`config.mk`:
```
export PLATFORM = sky130hd
export DESIGN_NAME = dlc_dual_loop_ctrl
export DESIGN_NICKNAME = d
export VERILOG_FILES = /design/src/rtl/dlc_pkg.sv /design/src/rtl/dlc_loop_select.sv /design/src/rtl/dlc_therm_shifter.sv /design/src/rtl/dlc_dual_loop_ctrl.sv
export SDC_FILE = /design/constraint.sdc
export NUM_CORES = 1
export LEC_CHECK = 0
export BUFFER_PORTS_ARGS = -buffer_cell sky130_fd_sc_hd__buf_2
export CORE_ASPECT_RATIO = 2
export CORE_MARGIN = 5
export CORE_UTILIZATION = 60
export CTS_CLUSTER_DIAMETER = 200
export DETAILED_ROUTE_END_ITERATION = 6
export HOLD_SLACK_MARGIN = 0.1
export PLACE_DENSITY = 0.86
export SYNTH_ARGS = -nofsm -noshare
export SYNTH_HDL_FRONTEND = slang
export SYNTH_HIERARCHICAL = 1
export SYNTH_SLANG_ARGS = --single-unit
```
`constraint.sdc`:
```
create_clock -name clk -period 3.57 [get_ports clk]
set_clock_uncertainty 0.2 [all_clocks]
set_input_delay 0.714 -clock clk [delete_from_list [all_inputs] [get_ports clk]]
set_output_delay 0.714 -clock clk [all_outputs]
set_load 0.1 [all_outputs]
```
`src/rtl/dlc_pkg.sv`:
```
package dlc_pkg;

    localparam int COARSE_BITS = 64;
    localparam int FINE_BITS   = 32;

    // Operation applied to one thermometer register on a clock edge
    typedef enum logic [1:0] {
        STEP_HOLD  = 2'd0,
        STEP_FILL  = 2'd1,
        STEP_DRAIN = 2'd2,
        STEP_LOAD  = 2'd3
    } step_e;

    typedef struct packed {
        step_e coarse_op;
        step_e fine_op;
    } loop_cmd_t;

    // Direction to operation for an active loop
    function automatic step_e pick_step(input logic active, input logic up);
        if (!active)
            return STEP_HOLD;
        return up ? STEP_FILL : STEP_DRAIN;
    endfunction

endpackage

```
`src/rtl/dlc_loop_select.sv`:
```
module dlc_loop_select
    import dlc_pkg::*;
(
    input  logic      clk,
    input  logic      rst,
    input  logic      enable,
    input  logic      up_dn,
    input  logic      lock,
    output loop_cmd_t cmd
);

    logic lock_q;
    logic lock_rise;

    always_ff @(posedge clk) begin
        if (rst)
            lock_q <= 1'b0;
        else
            lock_q <= lock;
    end

    assign lock_rise = lock && !lock_q;

    always_comb begin
        cmd.coarse_op = pick_step(enable && !lock, up_dn);
        if (lock_rise)
            cmd.fine_op = STEP_LOAD;
        else
            cmd.fine_op = pick_step(enable && lock, up_dn);
    end

endmodule

```
`src/rtl/dlc_therm_shifter.sv`:
```
module dlc_therm_shifter
    import dlc_pkg::*;
#(
    parameter int WIDTH       = 32,
    parameter int PRESET_ONES = 0
) (
    input  logic             clk,
    input  logic             rst,
    input  step_e            op,
    output logic [WIDTH-1:0] code
);

    function automatic logic [WIDTH-1:0] low_ones(input int n);
        logic [WIDTH-1:0] v;
        for (int i = 0; i < WIDTH; i++)
            v[i] = (i < n);
        return v;
    endfunction

    localparam logic [WIDTH-1:0] PRESET = low_ones(PRESET_ONES);

    logic [WIDTH-1:0] code_q;
    logic [WIDTH-1:0] code_d;

    // A fill shifts a one in at bit 0; a drain shifts a zero in at the top.
    // Both saturate on their own at all ones / all zeros.
    always_comb begin
        unique case (op)
            STEP_FILL:  code_d = {code_q[WIDTH-2:0], 1'b1};
            STEP_DRAIN: code_d = {1'b0, code_q[WIDTH-1:1]};
            STEP_LOAD:  code_d = PRESET;
            default:    code_d = code_q;
        endcase
    end

    always_ff @(posedge clk) begin
        if (rst)
            code_q <= '0;
        else
            code_q <= code_d;
    end

    assign code = code_q;

endmodule

```
`src/rtl/dlc_dual_loop_ctrl.sv`:
```
module dlc_dual_loop_ctrl
    import dlc_pkg::*;
#(
    parameter int COARSE_W = COARSE_BITS,
    parameter int FINE_W   = FINE_BITS
) (
    input  logic                clk,
    input  logic                rst,
    input  logic                enable,
    input  logic                up_dn,
    input  logic                lock,
    output logic [COARSE_W-1:0] coarse_code,
    output logic [FINE_W-1:0]   fine_code
);

    localparam int FINE_MID = FINE_W / 2;

    loop_cmd_t cmd;

    dlc_loop_select u_sel (
        .clk    (clk),
        .rst    (rst),
        .enable (enable),
        .up_dn  (up_dn),
        .lock   (lock),
        .cmd    (cmd)
    );

    dlc_therm_shifter #(
        .WIDTH       (COARSE_W),
        .PRESET_ONES (0)
    ) u_coarse (
        .clk  (clk),
        .rst  (rst),
        .op   (cmd.coarse_op),
        .code (coarse_code)
    );

    dlc_therm_shifter #(
        .WIDTH       (FINE_W),
        .PRESET_ONES (FINE_MID)
    ) u_fine (
        .clk  (clk),
        .rst  (rst),
        .op   (cmd.fine_op),
        .code (fine_code)
    );

endmodule

```
Word level (Yosys, flattened, before mapping)
Index checks and enable logic that the tools add are counted.
{"block": "classes", "add_sub_neg": 0, "mul": 0, "div_mod_pow": 0, "order_cmp": 0, "n_eq_ne": 6, "shift": 0, "n_mux": 9, "n_bitwise": 0, "reduce_logical": 7}
{"operator": "$pmux 64 s3", "n": 1}
{"operator": "$pmux 32 s3", "n": 1}
{"operator": "$mux 2", "n": 5}
{"operator": "$eq 2x2->1 const B", "n": 4}
{"operator": "$reduce_bool 3->1", "n": 2}
{"operator": "$eq 2x1->1 const B", "n": 2}
{"operator": "$logic_and 1x1->1", "n": 3}
{"operator": "$logic_not 1->1", "n": 2}
{"operator": "$mux 1", "n": 2}
{"block": "totals", "register_bits": 97, "latchBits": 0, "ramBits": 0, "rom_bits": 0, "out_inout_bits": 96, "elab_cells": 25, "n_memories": 0}

Longest topological paths before layout
{"block": "logic_depth", "depth_word": 7, "ltp_mapped": 7, "depth_no_buf": 4}

Cells and area by module
The synthesis kept the hierarchy.
{"mod": "dlc_therm_shifter at u_coarse", "n_inst": 1, "cells_each": 285, "area_per_inst_um2": 3433.3, "seq_area_each_um2": 1281.2}
{"mod": "dlc_therm_shifter at u_fine", "n_inst": 1, "cells_each": 129, "area_per_inst_um2": 1531.5, "seq_area_each_um2": 640.6}
{"mod": "dlc_loop_select", "n_inst": 1, "cells_each": 8, "area_per_inst_um2": 68.8, "seq_area_each_um2": 20.0}

Worst setup path after synthesis
No wires, ideal clock.
{"block": "synth_path", "path_kind": "input-to-reg", "start": "input up_dn", "end": "register u_fine.code_q[16], in the netlist u_fine/code[16]", "setup_ps": 129, "t_arrival_ps": 1779, "required_time_ps": 3241, "slack_ps": 1462, "path_stages": 7, "path_buffers": 3, "path_cell_list": "nand2b_1 > a21boi_1 > buf_6 > buf_8 > buf_4 > mux2i_1 > o32ai_2"}
{"item": "start, declared", "line_no": "dlc_dual_loop_ctrl.sv:10", "text": "input logic up_dn,"}
{"item": "end signal, assigned", "line_no": "dlc_therm_shifter.sv:40", "text": "code_q <= code_d;"}
{"item": "end, declared", "line_no": "dlc_therm_shifter.sv:22", "text": "logic [WIDTH-1:0] code_q;"}

==> results.json <==
{
  "status": "completed",
  "start_util_pct": 61.1,
  "tns_ps": 0,
  "ys_ff_latch": 97,
  "routed-via-count": 3531,
  "p_per_area_mw_per_mm2": 432,
  "crit_required_ps": 3610,
  "setup_viol": 0,
  "io_buffers": 100,
  "hold_viol_final": 0,
  "path_clk_slew_ps": 60,
  "overflow": 0,
  "pre_cts_ws_ps": 974,
  "grt_max_degree": 66,
  "synth_enable_flop_cells": 0,
  "crit_chain": "buf_2, nand2_1, a21boi_1, buf_4, nand2b_1, buf_4, o32ai_1",
  "synthTopCellsByArea": "dfxtp_1 39%, o32ai_2 20%, mux2i_1 16%",
  "drt-met1-wl_um": 4330,
  "clock_sinks": 97,
  "worstPathMaxFanout": 17,
  "cpMaxStageDelayCell": "nand2b_1",
  "n_antenna_cell": 0,
  "grt_antenna_before_repair": 0,
  "wire_per_inst_um": 17.6,
  "synthCells": 422,
  "setup_slack_ps": 1290,
  "maxCapViolations": 0,
  "wl_um": 10600,
  "synth_top_area_share_pct": 38.6,
  "r2r.worst_path.cells": 5,
  "holdWs_ps": 315,
  "min_period_ps": 2280,
  "irDropWorstVdd_mv": 0.345,
  "cp-start-kind": "primary input",
  "fp.dieW_um": 74.8,
  "synth.avg_cell_area_um2": 11.9,
  "leakagePower_nw": 2.09,
  "dr.max_layer_used": "met4",
  "ys.flop_type": "dfxtp_1",
  "r2r_setup_slack_ps": 1510,
  "ant_nets": 0,
  "critPathMostFrequentCell": "buf_4",
  "grt_pass1_wl_um": 17800,
  "drt_iter0_markers": 240,
  "cts_tree": "built",
  "crit_path_start": "up_dn",
  "slew_headroom_pct": 50.7,
  "syn_area_mm2": 0.00503,
  "max_clock_freq_mhz": 438,
  "cts-buffers-inserted": 9,
  "r2r-start": "u_sel/lock_q$_SDFF_PP0_",
  "ys_warn_count": 6,
  "slew_violations": 0,
  "ios": 101,
  "critPathKind": "in2reg",
  "rows": 47,
  "avgViaCountPerCell": 5.86,
  "cts_resized": 0,
  "hold_buffers": 0,
  "drive_above_1_share_pct": 41.0,
  "critPathCaptureType": "flip-flop",
  "final_util_pct": 69.6,
  "design.die.area_mm2": 0.0104,
  "track_usage_pct": 21.1,
  "ys_types": 28,
  "cp-endpoint": "u_fine/code[24]$_SDFFE_PP0P_",
  "ctsLongestPathBuffers": 2,
  "route.detailed.drc": 0,
  "grt_pass1_vias": 3605,
  "nets": 505,
  "syn-num-nets": 427,
  "met3WireLength_um": 465,
  "yosysSeqAreaShare_pct": 38.6,
  "worst_slew_pin_slew_ps": 739,
  "place_hpwl_um": 7160,
  "insertion_delay_ps": 330,
  "place.gp.congestion": 0.733,
  "fillers": 615,
  "arrival_ps": 2320,
  "cts-root-buf": "clkbuf_16",
  "async_reset_ff_share_pct": 0,
  "synth_largest_area_cell": "dfxtp_1",
  "r2r_end": "u_fine/code[24]$_SDFFE_PP0P_",
  "area_delta_synth_final_pct": 13.9,
  "core-area_mm2": 0.00823,
  "cts_max_level": 3,
  "hold_path.class": "reg2reg",
  "die_h_um": 140,
  "wl_met2_um": 5610,
  "slowest_delay_ps": 360,
  "post-route-period-util_pct": 63.9,
  "drtPass1Iterations": 4,
  "rsz0062_at_grt": "no",
  "post_cts_buffers": 0
}
logic make-up after synthesis:
logic type | after synthesis | synth area share [%]
buffers and inverters | 121 | 13.2
AND/OR/NAND/NOR | 12 | 1.52
AO/OA/AOI/OAI | 97 | 26.5
multiplexers | 95 | 20.2
flip-flops | 97 | 38.6
cell usage in the layout (no fill, tap or decap), drive strengths merged, types with 2 or more instances in the layout:
cell        n
buf       109
dfxtp      97
mux2i      80
inv        79
o32ai      77
mux2       15
o221a      15
clkbuf     11
nand2b      3
clkinvlp    2
bufinv      2
a21oi       2
nor3        2
or2         2
a21boi      2
critical path, delay by kind of cell:
family          cells  cell delay (ps)
buf+inv             3              720
compound gates      2              470
simple gates        2              410
cell usage after synthesis (12+ instances only):
cell and number:
dfxtp_1 97, inv_1 79, mux2_4 12, o32ai_1 16, buf_6 21, mux2i_1 80, o221a_1 12, o32ai_2 61
buf_2 12
worst min path at each step:
stage	startpoint	to	slack, ps	depth (start not counted)
3_5_place_dp	u_fine/code[24]$_SDFFE_PP0P_	u_fine/code[25]$_SDFFE_PP0P_	300	2
2_1_floorplan	u_sel/lock_q$_SDFF_PP0_	u_fine/code[31]$_SDFFE_PP0P_	550	4
3_3_place_gp	u_fine/code[25]$_SDFFE_PP0P_	u_fine/code[26]$_SDFFE_PP0P_	290	2
6_report	u_fine/code[28]$_SDFFE_PP0P_	u_fine/code[29]$_SDFFE_PP0P_	310	2
5_1_grt	u_fine/code[27]$_SDFFE_PP0P_	u_fine/code[28]$_SDFFE_PP0P_	340	2
4_1_cts	u_fine/code[24]$_SDFFE_PP0P_	u_fine/code[25]$_SDFFE_PP0P_	320	2
power breakdown:
group / internal [mW] / switching [mW] / total [mW]
clock: 0.613 / 0.395 / 1.01
combinational: 0.0964 / 0.251 / 0.347
sequential: 1.10 / 0.0196 / 1.12
total: 1.81 / 0.666 / 2.48
layer usage:
layer / vias up / GRT usage [%]
met5: - / 0
met4: 0 / 8.63
met3: 13 / 3.68
met2: 82 / 34.8
met1: 1731 / 26.3
li1: 1705 / -
registers in the layout, indices dropped and copies added, names as in the netlist:
signal,count
u_coarse/code,64
u_fine/code,32
u_sel/lock_q,1
metrics by stage:
| step | instances | total power [mW] | area [um^2] |
|---|---|---|---|
| final | 603 | 2.48 | 5730 |
| after global routing | 603 | 2.56 | 5730 |
| after CTS | 603 | 2.50 | 5730 |
| after detailed placement | 587 | 1.49 | 5420 |
| after global placement | 587 | 1.49 | 5420 |
| after floorplan | 422 | 1.46 | 5030 |
final cells by class:
type	instances	area [um^2]	area share [%]
Multi-Input combinational cell	204	2450	42.8
Sequential cell	97	1940	33.9
Timing Repair Buffer	109	608	10.6
Inverter	79	297	5.17
Clock buffer	11	233	4.06
Tap cell	98	123	2.14
Clock inverter	5	80.1	1.40
Note: power is estimated with default switching activity, not from simulation.
